**config.mk**
```make
export PLATFORM = sky130hd
export DESIGN_NAME = adc_scan_seq
export DESIGN_NICKNAME = d
export VERILOG_FILES = /design/src/rtl/adc_scan_pkg.sv /design/src/rtl/scan_decode.sv /design/src/rtl/scan_index.sv /design/src/rtl/test_mux.sv /design/src/rtl/adc_scan_seq.sv
export SDC_FILE = /design/constraint.sdc
export NUM_CORES = 1
export LEC_CHECK = 0
export ABC_CLOCK_PERIOD_IN_PS = 2280
export BUFFER_PORTS_ARGS = -buffer_cell sky130_fd_sc_hd__buf_4
export CAP_MARGIN = 20
export CORE_ASPECT_RATIO = 1.5
export CORE_MARGIN = 2
export CORE_UTILIZATION = 54
export DETAILED_ROUTE_END_ITERATION = 16
export PLACE_DENSITY = 0.86
export SETUP_SLACK_MARGIN = 0.5
export SLEW_MARGIN = 20
export SYNTH_ARGS = -nofsm -noshare
export SYNTH_HDL_FRONTEND = slang
export SYNTH_HIERARCHICAL = 1
export SYNTH_SLANG_ARGS = --single-unit
```
**constraint.sdc**
```tcl
create_clock -name clk -period 2.28 [get_ports clk]
set_clock_uncertainty 0.15 [all_clocks]
set_input_delay 0 -clock clk [delete_from_list [all_inputs] [get_ports clk]]
set_output_delay 0 -clock clk [all_outputs]
set_load 0.005 [all_outputs]
```
**src/rtl/adc_scan_pkg.sv**
```systemverilog
package adc_scan_pkg;

    localparam int MAX_SEQ = 4;
    localparam int IDX_W   = $clog2(MAX_SEQ);
    localparam int LEN_W   = IDX_W + 1;
    localparam int CODE_W  = 5;
    localparam int TM_W    = 2;

    typedef enum logic [1:0] {
        SRC_AP = 2'd0,
        SRC_AM = 2'd1,
        SRC_BP = 2'd2,
        SRC_BM = 2'd3
    } src_e;

    typedef enum logic [TM_W-1:0] {
        TM_NORMAL = 2'd0,
        TM_POS    = 2'd1,
        TM_MID    = 2'd2,
        TM_NEG    = 2'd3
    } test_mode_e;

    typedef struct packed {
        logic diff;
        src_e src;
    } entry_t;

    typedef struct packed {
        logic                      reserved;
        logic [LEN_W-1:0]          len;
        entry_t [MAX_SEQ-1:0]      ent;
    } scan_cfg_t;

    function automatic entry_t mk_ent(input logic d, input src_e s);
        entry_t e;
        e.diff = d;
        e.src  = s;
        return e;
    endfunction

endpackage

```
**src/rtl/scan_decode.sv**
```systemverilog
module scan_decode
    import adc_scan_pkg::*;
(
    input  logic [CODE_W-1:0] code,
    output scan_cfg_t         cfg
);
    localparam entry_t E_AP = '{diff: 1'b0, src: SRC_AP};
    localparam entry_t E_AM = '{diff: 1'b0, src: SRC_AM};
    localparam entry_t E_BP = '{diff: 1'b0, src: SRC_BP};
    localparam entry_t E_BM = '{diff: 1'b0, src: SRC_BM};
    localparam entry_t E_DA = '{diff: 1'b1, src: SRC_AP};
    localparam entry_t E_DB = '{diff: 1'b1, src: SRC_BP};

    always_comb begin
        cfg          = '0;
        cfg.len      = LEN_W'(1);
        cfg.ent[0]   = E_AP;
        unique case (code)
            5'b00000: cfg.ent[0] = E_AP;
            5'b00001: cfg.ent[0] = E_AM;
            5'b00010: cfg.ent[0] = E_BP;
            5'b00011: cfg.ent[0] = E_BM;
            5'b00100: cfg.ent[0] = E_DA;
            5'b00101: cfg.ent[0] = E_DB;
            5'b10001: begin
                cfg.len    = LEN_W'(2);
                cfg.ent[1] = E_AM;
            end
            5'b10010: begin
                cfg.len    = LEN_W'(3);
                cfg.ent[1] = E_AM;
                cfg.ent[2] = E_BP;
            end
            5'b10011: begin
                cfg.len    = LEN_W'(4);
                cfg.ent[1] = E_AM;
                cfg.ent[2] = E_BP;
                cfg.ent[3] = E_BM;
            end
            5'b10101: begin
                cfg.len    = LEN_W'(2);
                cfg.ent[1] = E_DB;
            end
            5'b10110: begin
                cfg.len    = LEN_W'(3);
                cfg.ent[1] = E_AM;
                cfg.ent[2] = E_DB;
            end
            5'b11001: begin
                cfg.len    = LEN_W'(2);
                cfg.ent[0] = E_DA;
                cfg.ent[1] = E_DB;
            end
            default: cfg.reserved = 1'b1;
        endcase
    end
endmodule

```
**src/rtl/scan_index.sv**
```systemverilog
module scan_index
    import adc_scan_pkg::*;
(
    input  logic             clk,
    input  logic             rst,
    input  logic             clr,
    input  logic             adv,
    input  logic [LEN_W-1:0] len,
    output logic [IDX_W-1:0] idx
);
    logic [LEN_W-1:0] idx_inc;

    assign idx_inc = {1'b0, idx} + LEN_W'(1);

    always_ff @(posedge clk) begin
        if (rst || clr) begin
            idx <= '0;
        end else if (adv) begin
            idx <= (idx_inc >= len) ? '0 : idx_inc[IDX_W-1:0];
        end
    end

    // the index stays inside the active order
    assert_idx_in_range_R7: assert property (@(posedge clk) disable iff (rst)
        ({1'b0, idx} < len));

    // a write restarts the order
    assert_clear_restarts_R7: assert property (@(posedge clk) disable iff (rst)
        clr |=> (idx == '0));
endmodule

```
**src/rtl/test_mux.sv**
```systemverilog
module test_mux
    import adc_scan_pkg::*;
#(
    parameter int DATA_W = 12
) (
    input  test_mode_e        mode,
    input  logic [DATA_W-1:0] raw,
    output logic [DATA_W-1:0] word
);
    localparam logic [DATA_W-1:0] W_POS = '1;
    localparam logic [DATA_W-1:0] W_MID = DATA_W'(1) << (DATA_W - 1);
    localparam logic [DATA_W-1:0] W_NEG = '0;

    always_comb begin
        unique case (mode)
            TM_POS:  word = W_POS;
            TM_MID:  word = W_MID;
            TM_NEG:  word = W_NEG;
            default: word = raw;
        endcase
    end
endmodule

```
**src/rtl/adc_scan_seq.sv**
```systemverilog
module adc_scan_seq
    import adc_scan_pkg::*;
#(
    parameter int DATA_W = 12
) (
    input  logic              clk,
    input  logic              rst,
    input  logic              cfg_we,
    input  logic [6:0]        cfg_wdata,
    input  logic              conv_strobe,
    input  logic [DATA_W-1:0] raw_data,
    output logic [1:0]        sel_src,
    output logic              sel_diff,
    output logic              seq_start,
    output logic [DATA_W-1:0] result,
    output logic              cfg_err
);
    localparam int TM_LSB = CODE_W;

    logic [CODE_W-1:0] code_q;
    test_mode_e        tmode_q;
    scan_cfg_t         dec;
    logic [IDX_W-1:0]  idx;
    logic [DATA_W-1:0] word;
    entry_t            sel_q;
    logic              start_q;
    logic              err_q;
    logic [DATA_W-1:0] res_q;
    logic              take;

    assign take = conv_strobe && !cfg_we;

    scan_decode u_dec (
        .code (code_q),
        .cfg  (dec)
    );

    scan_index u_idx (
        .clk (clk),
        .rst (rst),
        .clr (cfg_we),
        .adv (take),
        .len (dec.len),
        .idx (idx)
    );

    test_mux #(.DATA_W(DATA_W)) u_tm (
        .mode (tmode_q),
        .raw  (raw_data),
        .word (word)
    );

    always_ff @(posedge clk) begin
        if (rst) begin
            code_q  <= '0;
            tmode_q <= TM_NORMAL;
            err_q   <= 1'b0;
        end else if (cfg_we) begin
            code_q  <= cfg_wdata[CODE_W-1:0];
            tmode_q <= test_mode_e'(cfg_wdata[TM_LSB +: TM_W]);
            err_q   <= dec_next_reserved(cfg_wdata[CODE_W-1:0]);
        end
    end

    always_ff @(posedge clk) begin
        if (rst) begin
            sel_q   <= mk_ent(1'b0, SRC_AP);
            start_q <= 1'b0;
            res_q   <= '0;
        end else if (take) begin
            sel_q   <= dec.ent[idx];
            start_q <= (idx == '0);
            res_q   <= word;
        end else begin
            start_q <= 1'b0;
        end
    end

    function automatic logic dec_next_reserved(input logic [CODE_W-1:0] c);
        unique case (c)
            5'b00000, 5'b00001, 5'b00010, 5'b00011, 5'b00100, 5'b00101,
            5'b10001, 5'b10010, 5'b10011, 5'b10101, 5'b10110, 5'b11001:
                return 1'b0;
            default:
                return 1'b1;
        endcase
    endfunction

    assign sel_src   = sel_q.src;
    assign sel_diff  = sel_q.diff;
    assign seq_start = start_q;
    assign result    = res_q;
    assign cfg_err   = err_q;

    // the start flag only follows an accepted strobe
    assert_start_after_strobe_R8: assert property (@(posedge clk) disable iff (rst)
        seq_start |-> $past(conv_strobe && !cfg_we));

    // outputs hold when no strobe was accepted
    assert_hold_between_R9: assert property (@(posedge clk) disable iff (rst)
        !$past(conv_strobe && !cfg_we) |->
            ($stable(sel_src) && $stable(sel_diff) && $stable(result)));

    // differential selections only name the pair's positive input
    assert_diff_pair_R3: assert property (@(posedge clk) disable iff (rst)
        sel_diff |-> !sel_src[0]);

    // the error flag moves only after a register write
    assert_err_on_write_R6: assert property (@(posedge clk) disable iff (rst)
        !$stable(cfg_err) |-> $past(cfg_we));

    // reserved code reports single-ended A+
    assert_reserved_hold_R6: assert property (@(posedge clk) disable iff (rst)
        (cfg_err && $past(conv_strobe && !cfg_we)) |-> (sel_src == 2'd0 && !sel_diff));

    // positive-reference test word is all ones
    assert_test_pos_R10: assert property (@(posedge clk) disable iff (rst)
        $past(conv_strobe && !cfg_we && tmode_q == TM_POS) |-> (result == '1));
endmodule

```
==> results of run 1 <==
-- power by group --
group	switching, uW	internal [uW]	total [uW]
Clock	142	119	261
Sequential	23.9	474	497
Combinational	115	155	270
-- critical path, cell delays in order (launching register included) --
cell	delay [ns]
dfxtp_4	0.39
buf_4	0.15
xnor2_1	0.19
nor3_2	0.07
mux4_2	0.47
nand2_1	0.11
a21oi_2	0.05
-- area by class of cell --
type,instances,area [sq um],area share (%)
Tap cell,40,50.05,2.179
Multi-Input combinational cell,130,1003,43.68
Sequential cell,26,538.0,23.42
Timing Repair Buffer,73,618.1,26.91
Clock buffer,3,41.29,1.797
Inverter,9,46.29,2.015
-- flip-flops by register name (all words and copies together), names as in the netlist --
signal     count
cfg_err        1
u_idx/idx      2
sel_diff       1
result        12
sel_src        2
code_q         5
seq_start      1
tmode_q        2
-- stage by stage --
step	util (%)	hold slack [ns]
CTS	72.24	0.04649
floorplan	-	-0.08093
global placement	61.78	0.09056
global route	74.18	0.05245
detailed placement	61.78	0.1030
finish	74.18	0.03665
-- path summary, 6_finish.rpt --
kind                    start         end  slack, ns  depth (start not counted)
hold / removal    conv_strobe   result[3]       0.04                          4
hold reg to reg    result[11]  result[11]       0.32                          2
setup / recovery    code_q[3]  sel_src[1]       0.59                          6
setup reg to reg    code_q[3]  sel_src[1]       0.59                          6
-- metal layers --
metal / share of wire [%] / GRT usage (%)
met1: 38 / 26.90
met2: 56 / 46.93
met3: 3.3 / 3.074
met4: 3.1 / 14.51
met5: 0 / 0
-- timing repair --
item                                    CTS  global route
endpoints found under the setup margin    5             5
hold endpoints to repair                 23             0
pin swaps                                 0             1
setup buffers                             0             5
resized for setup                         2            11
hold buffers                             28             0
==> key figures, run 1 <==
Outcome
  – Status: completed

CTS
  – Clk Latency, worst-skew pair: 0.27 ns
  – Clk sinks: 26
  – Clock Path Buffers: 2
  – H-tree depth: 1
  – Clock-pin slew on the worst setup and hold paths: 0.09 ns
  – Root buffer cell: clkbuf_8
  – CTS Buf Count: 3
  – CTS tree: built

Route
  – ANT nets after route: 0
  – Starting DRT DRC Count: 54
  – # DRC: 0
  – Wire per inst: 15.87 um
  – Detailed Route WL: 4.460 mm
  – Vias: 1548
  – Vias per cell: 5.509
  – DRT Pass-1 Iters: 4

Layout
  – Area delta synth->final: 33.72%
  – Layout Cells excl Fill: 281
  – Layout Nets: 274
  – Final instance area: 0.002297 sq mm
  – Most frequent cells in the layout: 45 x buf_4, 28 x nand2_1, 28 x dlygate4sd3_1, 20 x dfxtp_1, 12 x a21oi_1
  – FILL cells: 172
  – Number of inserted diodes: 0
  – Layout cells sized above 1: 40.25%
  – Most common cell after layout, fill and taps aside: buf_4

Placed design
  – Final HPWL DP: 2.381 mm
  – Port bufs: 39
  – Cell Area, Placed: 0.001913 sq mm
  – Cells after DPL: 245
  – Placement Setup Slack: 0.4783 ns
  – GPL Wtd Cong: 0.7961

Hold path
  – Worst hold path type: input pin to flip-flop

Die
  – Placeable Area: 0.003097 sq mm
  – Io pins: 40
  – Die height: 73.08 um
  – Starting Density: 55.47%
  – Rows: 25
  – Die Span X: 50.05 um
  – Die area: 0.003658 sq mm

Timing
  – Setup tns final: 0 ns
  – RSZ-0062 raised after global routing: no
  – Slew Viols, Final: 0
  – Fmax: 0.5918 GHz
  – Fin crit period: 1.690 ns
  – Tcrit/Tclk final: 74.11%
  – Worst setup margin: 0.5902 ns
  – Final setup vio count: 0
  – Final Hold Violating Endpoints: 0

Setup path
  – Critical path launch point type: flip-flop
  – CP endpoint kind: flip-flop
  – Arrival time at the worst endpoint: 1.70 ns
  – Crit Path Class: flip-flop to flip-flop
  – Peak fanout along the critical path: 10
  – CP required: 2.29 ns

Power and ir drop
  – Lkg Pwr: 0.0009931 uW
  – Worst VDD drop: 0.2625 mV
  – Overall power: 1029 uW
  – PwrDens: 447.7 mW/mm^2

Yosys
  – Syn avg cell area: 9.491 sq um
  – Synth Warn #: 6
  – Syn Inst Count: 181
  – Synthesized cell area: 0.001718 sq mm

Global routing
  – First-pass GRT wire length: 7.127 mm
  – GR Overflow Total: 0
  – Initial antenna violation count: 0
  – Vias in the first global route: 1563
  – Largest net degree at the start of global routing: 26
  – Gr usage total: 25.31%

Run
  – Max-Cap Viols: 0
Note: power is estimated with default switching activity, not from simulation.
==> inputs of run 2 (changes only) <==
--- a/config.mk
+++ b/config.mk
@@ -5,7 +5,7 @@
 export SDC_FILE = /design/constraint.sdc
 export NUM_CORES = 1
 export LEC_CHECK = 0
-export ABC_CLOCK_PERIOD_IN_PS = 2280
+export ABC_CLOCK_PERIOD_IN_PS = 1650
 export BUFFER_PORTS_ARGS = -buffer_cell sky130_fd_sc_hd__buf_4
 export CAP_MARGIN = 20
 export CORE_ASPECT_RATIO = 1.5
==> constraint.sdc (replaced) <==
create_clock -name clk -period 1.65 [get_ports clk]
set_clock_uncertainty 0.15 [all_clocks]
set_input_delay 0 -clock clk [delete_from_list [all_inputs] [get_ports clk]]
set_output_delay 0 -clock clk [all_outputs]
set_load 0.005 [all_outputs]
==> run 2 against run 1 <==
Net effect: the flow now finishes with violations (setup timing); clock-buffer cell count unchanged; worst hold slack worse by 0.012 ns; sequential power up 38%; final area up 9.0%; sequential share of layout area down 1.8 points; first-iteration DRC count down 19%; largest cell class unchanged.
==> key figures, run 2 (synthesized netlist as in run 1, its figures left out) <==
Layout
  – Layout Nets: 284 (+3.6%)
  – FILL cells: 170 (-1.2%)
  – Most frequent cells in the layout: 55 x buf_4, 26 x nand2_1, 22 x dlygate4sd3_1, 19 x dfxtp_1, 13 x mux2_4
  – Layout cells sized above 1: 50.20% (+10 points)
  – Most common cell after layout, fill and taps aside: buf_4
  – Area delta synth->final: 45.74%
  – Utilization after layout: 80.85% (+6.7 points)
  – Number of inserted diodes: 0 (unchanged)
  – Max reg flops: 12 (unchanged)

Route
  – # DRC: 0 (unchanged)
  – Starting DRT DRC Count: 44 (-19%)
  – Detailed Route WL: 5.492 mm (+23%)
  – ANT nets after route: 0 (unchanged)
  – DRT Pass-1 Iters: 5 (+1)
  – Wire per inst: 18.87 um (+19%)
  – Vias: 1649 (+6.5%)
  – Vias per cell: 5.667 (+2.9%)

Run
  – Max-Cap Viols: 0 (unchanged)

Setup path
  – Cell seen most often among critical-path stages: nand2_1
  – Crit Path Class: flip-flop to flip-flop
  – Peak fanout along the critical path: 6 (-4)
  – Slowest Stage Delay on Critical Path: 0.39 ns (-0.08 ns)
  – CP required: 1.66 ns (-0.63 ns)
  – CP endpoint kind: flip-flop
  – WP buf/inv: 1 (unchanged)
  – Critical path launch point type: flip-flop
  – CP Cell Sequence: nor2_4, nand2_1, nor2_1, inv_1, ha_4, nand2_1, o21ai_2, o21ai_1
  – Slowest CP cell: dfxtp_4
  – Arrival time at the worst endpoint: 1.72 ns (+0.02 ns)
  – Largest delay contributor family on the critical path: simple AND/OR/NAND/NOR gates

Global routing
  – Gr usage total: 26.60% (+1.3 points)
  – Vias in the first global route: 1630 (+4.3%)
  – Largest net degree at the start of global routing: 26 (unchanged)
  – Initial antenna violation count: 0 (unchanged)
  – First-pass GRT wire length: 7.410 mm (+4.0%)
  – GR Overflow Total: 0 (unchanged)

Die
  – Rows: 25 (unchanged)
  – Die area: 0.003658 sq mm (unchanged)
  – Starting Density: 55.47% (unchanged)
  – Io pins: 40 (unchanged)
  – Placeable Area: 0.003097 sq mm (unchanged)
  – Die Span X: 50.05 um (unchanged)
  – Die height: 73.08 um (unchanged)

Hold path
  – Worst hold path type: input pin to flip-flop

Timing
  – Fmax: 0.5848 GHz (-1.2%)
  – Final setup vio count: 4 (+4)
  – Slew Viols, Final: 0 (unchanged)
  – Setup tns final: -0.1829 ns (-0.1829 ns)
  – Worst setup margin: -0.05991 ns (-0.6501 ns)
  – Final Hold Violating Endpoints: 0 (unchanged)
  – Fin crit period: 1.710 ns (+0.02011 ns)
  – Hold slack: 0.02429 ns (-0.01236 ns)
  – Tcrit/Tclk final: 103.6% (+30 points)
  – RSZ-0062 raised after global routing: yes

Placed design
  – Placement Setup Slack: -0.03283 ns (-0.5111 ns)
  – Port bufs: 39 (unchanged)
  – Final HPWL DP: 2.587 mm (+8.6%)
  – GPL Wtd Cong: 0.8157 (+2.5%)

Power and ir drop
  – Lkg Pwr: 0.001091 uW (+9.8%)
  – Worst VDD drop: 0.3816 mV (+45%)
  – Overall power: 1503 uW (+46%)
  – PwrDens: 600.5 mW/mm^2 (+34%)

CTS
  – Clk Latency, worst-skew pair: 0.27 ns (about the same)
  – CTS tree: built
  – Clock-pin slew on the worst setup and hold paths: 0.09 ns (about the same)
  – Clock Path Buffers: 2 (unchanged)
  – CTS Buf Count: 3 (unchanged)
  – Root buffer cell: clkbuf_8
  – H-tree depth: 1 (unchanged)
  – Clk sinks: 26 (unchanged)

Outcome
  – Failing checks: setup timing
  – Status: finished with violations
==> run 2: worst paths after layout <==
| kind | from | endpoint | slack, ns | depth (start not counted) |
|---|---|---|---|---|
| worst max-delay path | code_q[2] | u_idx/idx[1] | -0.06 | 8 |
| worst min-delay path | conv_strobe | seq_start | 0.02 | 3 |
| worst max register to register | code_q[2] | u_idx/idx[1] | -0.06 | 8 |
| worst min register to register | result[3] | result[3] | 0.32 | 2 |
==> run 2: area by class of cell <==
class	count	area, sq um	area share, %
timing repair buffer	83	726.9	29.04
tap	40	50.05	1.999
clock buffer	3	41.29	1.649
inverter	9	51.30	2.049
multi-input combinational	130	1092	43.63
sequential	26	541.8	21.64
==> run 2: tightest hold or removal path, cell delays in order <==
cell and delay, ns:
buf_4 0.12, nand2b_4 0.22, nor4_2 0.06
==> run 2: per-stage QoR <==
step	instance area (sq um)	std cells
2_1_floorplan	1793	182
3_3_place_gp	2039	256
3_5_place_dp	2039	256
4_1_cts	2441	288
5_1_grt	2504	291
6_report	2504	291
==> run 2: per-layer routing <==
layer  vias up  share of wire (%)  GRT usage (%)
met1       790                 36          29.23
met3        34                4.4          3.074
met2        79                 53          50.15
met4         0                6.4          11.42
met5         -                  0              0
li1        746                  -              -
==> run 2: timing repair <==
| item | CTS | global route |
|---|---|---|
| resized for setup | 18 | 10 |
| endpoints found under the hold margin | 23 | 0 |
| buffers inserted | 5 | 3 |
| hold buffers | 23 | 0 |
| gates cloned | 1 | 0 |
| setup endpoints to repair | 17 | 21 |
| pin swaps | 7 | 9 |
==> run 2: power breakdown <==
group / switching, uW / internal [uW]
sequential: 30.7 / 654
combinational: 196 / 265
clock: 194 / 164
total: 421 / 1080
==> inputs of run 3 (changes only) <==
--- a/config.mk
+++ b/config.mk
@@ -9,13 +9,12 @@
 export BUFFER_PORTS_ARGS = -buffer_cell sky130_fd_sc_hd__buf_4
 export CAP_MARGIN = 20
 export CORE_ASPECT_RATIO = 1.5
-export CORE_MARGIN = 2
-export CORE_UTILIZATION = 54
+export CORE_MARGIN = 4
+export CORE_UTILIZATION = 50
 export DETAILED_ROUTE_END_ITERATION = 16
-export PLACE_DENSITY = 0.86
+export PLACE_DENSITY = 0.84
 export SETUP_SLACK_MARGIN = 0.5
 export SLEW_MARGIN = 20
 export SYNTH_ARGS = -nofsm -noshare
 export SYNTH_HDL_FRONTEND = slang
-export SYNTH_HIERARCHICAL = 1
 export SYNTH_SLANG_ARGS = --single-unit
==> run 3 against run 2 <==
Net effect: the flow now stops in global routing (5_1_grt); area after synthesis decreased by 21%; synthesized cell count down 12%.
==> key figures, run 3 <==
Global routing
  – Initial antenna violation count: 0
  – Largest net degree at the start of global routing: 27

CTS
  – H-tree depth: 1 (unchanged)
  – Root buffer cell: clkbuf_4
  – CTS Buf Count: 3 (unchanged)
  – Clock Path Buffers: 2 (unchanged)
  – Clk sinks: 26 (unchanged)

Die
  – Starting Density: 53.85% (-1.6 points)
  – Io pins: 40 (unchanged)
  – Die Span X: 50.64 um (+1.2%)
  – Die height: 71.97 um (-1.5%)
  – Rows: 22 (-12%)

Placed design
  – Port bufs: 39 (unchanged)
  – GPL Wtd Cong: 0.8599 (+5.4%)
  – Final HPWL DP: 2.679 mm (+3.5%)

Yosys
  – Syn avg cell area: 8.577 sq um (-9.6%)
  – Synth area leaders: dfxtp_1 38%, ha_1 8.3%, nor2_1 8.0%
  – Seq cells post-synth: 26
  – Syn Nets: 191
  – Yosys top cell area share: 38.17%
  – Cell taking the most area after synthesis: dfxtp_1
  – Syn Inst Count: 159 (-12%)
  – Synthesized cell area: 0.001364 sq mm (-21%)
  – Synth top cells by count: 29 x nor2_1, 26 x dfxtp_1, 17 x a21oi_1, 11 x nor3_1, 10 x mux2i_1
  – EDFF count, synth: 0
  – Dominant synthesized flop cell: dfxtp_1
  – Top-count cell post-synth: nor2_1
  – Post-synthesis sequential area ratio: 38.17%
  – Synth Warn #: 0 (-6)
  – Synth async-reset ratio: 0%
  – Unique masters post-synth: 40

Timing
  – Post-GRT worst EP: sel_src[1]$_SDFFE_PP0P_/D
  – WEP type: register input

Outcome
  – Status: stopped before the end
  – Tool error: [ERROR DPL-0033] detailed placement checks failed during check placement.
  – Failing step: global routing (5_1_grt)
[run 3: repair_timing]
action,CTS
hold buffers,20
setup buffers,11
pin swaps,14
hold endpoints to repair,26
gates resized for setup,32
cloned,1
setup endpoints to repair,17
[run 3: logic make-up after synthesis]
kind of cell | Yosys count | synth area share (%)
adder cells (fa/ha/maj) | 9 | 8.257
flip-flops | 26 | 38.17
multiplexers | 10 | 7.340
XOR/XNOR | 1 | 0.6423
AO/OA/AOI/OAI | 32 | 14.77
AND/OR/NAND/NOR | 63 | 24.77
buffers and inverters | 18 | 6.054
[run 3: through the flow]
stage | util (%) | instance area (sq um) | worst slack (ns) | cells
after floorplan | - | 1411 | -0.1483 | 159
after detailed placement | 71.39 | 1808 | -0.2525 | 239
after CTS | 90.56 | 2293 | -0.1210 | 275
after global placement | 71.39 | 1808 | -0.1097 | 239
==> inputs of run 4 (changes only) <==
--- a/config.mk
+++ b/config.mk
@@ -8,12 +8,10 @@
 export ABC_CLOCK_PERIOD_IN_PS = 1650
 export BUFFER_PORTS_ARGS = -buffer_cell sky130_fd_sc_hd__buf_4
 export CAP_MARGIN = 20
-export CORE_ASPECT_RATIO = 1.5
-export CORE_MARGIN = 4
-export CORE_UTILIZATION = 50
+export CORE_AREA = 4 4 65 67
 export DETAILED_ROUTE_END_ITERATION = 16
-export PLACE_DENSITY = 0.84
-export SETUP_SLACK_MARGIN = 0.5
+export DIE_AREA = 0 0 69 71
+export PLACE_DENSITY_LB_ADDON = 0.15
 export SLEW_MARGIN = 20
 export SYNTH_ARGS = -nofsm -noshare
 export SYNTH_HDL_FRONTEND = slang
==> run 4 against run 3 <==
Net effect: the flow now finishes, with violations (setup timing); synthesized cell count unchanged; area after synthesis unchanged.
==> key figures, run 4 <==
Timing
  – Tightest Pin Transition: 0.3146 ns
  – Fmax: 0.5586 GHz
  – Setup tns final: -0.2742 ns
  – Slew Viols, Final: 0
  – RSZ-0062 raised after global routing: yes
  – Tcrit/Tclk final: 108.5%
  – Fin crit period: 1.790 ns
  – Final setup vio count: 2
  – Final Hold Violating Endpoints: 0
  – Hold slack: 0.3495 ns
  – Worst setup margin: -0.1402 ns
  – Slew margin rel.: 78.98%

Setup path
  – Peak fanout along the critical path: 3
  – Crit Path Class: flip-flop to flip-flop
  – Slowest CP cell: or4b_4
  – Critical path launch point type: flip-flop
  – Reg-to-Reg End: u_idx.idx[0]
  – Reg2Reg Setup Slack: -0.14 ns
  – Critical path launch point: code_q[0]
  – Reg-to-reg startpoint: code_q[0]
  – Slowest Stage Delay on Critical Path: 0.56 ns
  – Critical Path Stages: 5
  – Largest delay contributor family on the critical path: simple AND/OR/NAND/NOR gates
  – WP buf/inv: 0
  – Reg2reg path depth: 5
  – CP Cell Sequence: nand2_2, or4b_4, ha_4, a21oi_2, a22o_1
  – Arrival time at the worst endpoint: 1.81 ns
  – CP endpoint kind: flip-flop
  – CP required: 1.67 ns

Global routing
  – Met3 usage: 2.841%
  – GR Overflow Total: 0
  – Grt met1 use: 19.55%
  – Initial antenna violation count: 0
  – Largest net degree at the start of global routing: 27
  – Gr usage total: 16.48%
  – Gr busiest metal: met2
  – Vias in the first global route: 1444
  – Met2 Use GR: 29.34%
  – First-pass GRT wire length: 6.713 mm

Yosys
  – Synth top cells by count: 29 x nor2_1, 26 x dfxtp_1, 17 x a21oi_1, 11 x nor3_1, 10 x mux2i_1
  – Syn Inst Count: 159 (unchanged)
  – Post-synthesis sequential area ratio: 38.17% (unchanged)
  – Synth area leaders: dfxtp_1 38%, ha_1 8.3%, nor2_1 8.0%
  – Dominant synthesized flop cell: dfxtp_1
  – Synth async-reset ratio: 0% (unchanged)
  – EDFF count, synth: 0 (unchanged)
  – Syn Nets: 191 (unchanged)
  – Synth Warn #: 0 (unchanged)
  – Unique masters post-synth: 40 (unchanged)
  – Syn avg cell area: 8.577 sq um (unchanged)
  – Yosys top cell area share: 38.17% (unchanged)
  – Synthesized cell area: 0.001364 sq mm (unchanged)
  – Seq cells post-synth: 26 (unchanged)
  – Cell taking the most area after synthesis: dfxtp_1
  – Top-count cell post-synth: nor2_1

Layout
  – Layout cells sized above 1: 34.44%
  – FILL cells: 323
  – Max reg flops: 12
  – Most frequent cells in the layout: 56 x buf_4, 29 x nor2_1, 29 x dlygate4sd3_1, 21 x dfxtp_1, 15 x a21oi_1
  – Number of inserted diodes: 0
  – Layout Cells excl Fill: 289
  – Layout Nets: 274
  – Utilization after layout: 62.36%
  – Area delta synth->final: 66.15%
  – Most common cell after layout, fill and taps aside: buf_4

Die
  – Die height: 71 um (-1.3%)
  – Placeable Area: 0.003633 sq mm
  – Io pins: 40 (unchanged)
  – Die Span X: 69 um (+36%)
  – Starting Density: 37.53% (-16 points)
  – Rows: 22 (unchanged)
  – Die area: 0.004899 sq mm

CTS
  – Clock-pin slew on the worst setup and hold paths: 0.09 ns
  – CTS Buf Count: 3 (unchanged)
  – Clock Path Buffers: 2 (unchanged)
  – H-tree depth: 1 (unchanged)
  – Root buffer cell: clkbuf_8
  – Clk Latency, worst-skew pair: 0.27 ns
  – CTS tree: built
  – Clk sinks: 26 (unchanged)

Hold path
  – Worst hold path type: flip-flop to flip-flop
  – WHS Endpoint: result[1]
  – Hold Path Depth: 2
  – Hold path startpoint: result[1]

Placed design
  – GPL Wtd Cong: 0.8639 (+0.47%)
  – Placement Setup Slack: -0.1686 ns (+0.08389 ns)
  – Final HPWL DP: 2.449 mm (-8.6%)
  – Cells after DPL: 254 (+6.3%)
  – Port bufs: 39 (unchanged)

Power and ir drop
  – Sw Share: 24.36%
  – Worst VDD drop: 0.4298 mV
  – Sequential share of power: 43.7%
  – Switching pwr: 387.4 uW
  – Pint: 1203 uW
  – Combinational power share: 22.5%
  – Lkg Pwr: 0.001026 uW
  – PwrDens: 701.8 mW/mm^2
  – Clock power share: 33.9%

Route
  – ANT nets after route: 0
  – Starting DRT DRC Count: 44
  – Vias per cell: 4.910
  – # DRC: 0
  – Wire per inst: 13.73 um
  – Detailed Route WL: 3.967 mm
  – DRT Pass-1 Iters: 4
  – Vias: 1419

Outcome
  – Failing checks: setup timing
  – Status: finished with violations

Run
  – Max-Cap Viols: 0
run 4: worst reg2reg max path, cell delays in order, from the launching register on:
cell     delay [ns]
dfxtp_2        0.36
nand2_2        0.08
or4b_4         0.56
ha_4           0.29
a21oi_2        0.05
a22o_1         0.20
run 4: per-layer routing:
layer	vias up	part of all wire [%]
met5	-	0
met4	0	1.1
met3	6	3.7
met2	32	53
met1	649	42
li1	732	-
run 4: cell families after synthesis:
| kind of cell | after synthesis | synth area share (%) |
|---|---|---|
| AND/OR/NAND/NOR | 63 | 24.77 |
| AO/OA/AOI/OAI | 32 | 14.77 |
| flip-flops | 26 | 38.17 |
| buffers and inverters | 18 | 6.054 |
| multiplexers | 10 | 7.340 |
| adder cells (fa/ha/maj) | 9 | 8.257 |
| XOR/XNOR | 1 | 0.6423 |
run 4: power by group through the flow:
stage | clock network [uW] | logic, uW | registers [uW]
2_1_floorplan | 0 | 143 | 702
3_3_place_gp | 0 | 271 | 705
3_5_place_dp | 0 | 277 | 707
4_1_cts | 558 | 350 | 694
5_1_grt | 573 | 394 | 701
6_report | 539 | 357 | 694
run 4: area by class of cell:
| cell class | count | area (sq um) | area share (%) |
|---|---|---|---|
| multi-input cells | 115 | 820.8 | 36.22 |
| repair buffers | 89 | 755.7 | 33.35 |
| flip-flops and latches | 26 | 531.8 | 23.47 |
| well taps | 48 | 60.06 | 2.650 |
| clock buffers | 3 | 41.29 | 1.822 |
| clock inverters | 1 | 30.03 | 1.325 |
| inverters | 7 | 26.28 | 1.160 |
run 4: worst max-delay path by stage:
stage	slack, ns	end
after detailed placement	-0.17	u_idx.idx[1]
after CTS	-0.12	u_idx.idx[1]
after floorplan	-0.15	u_idx.idx[1]
after global placement	-0.11	u_idx.idx[1]
final	-0.14	u_idx.idx[0]
after global routing	-0.21	u_idx.idx[1]
run 4: metrics by stage:
step | power (uW) | cell area, sq um
floorplan | 845.7 | 1381
global placement | 976.0 | 1817
detailed placement | 984.4 | 1817
CTS | 1601 | 2247
global route | 1667 | 2266
finish | 1590 | 2266
run 4: repair_timing:
item / CTS / global route
hold endpoints to repair: 25 / 0
setup endpoints to repair: 3 / 4
setup buffers: 2 / 0
resized for setup: 14 / 4
hold buffers: 29 / 0
pin swaps: 5 / 3
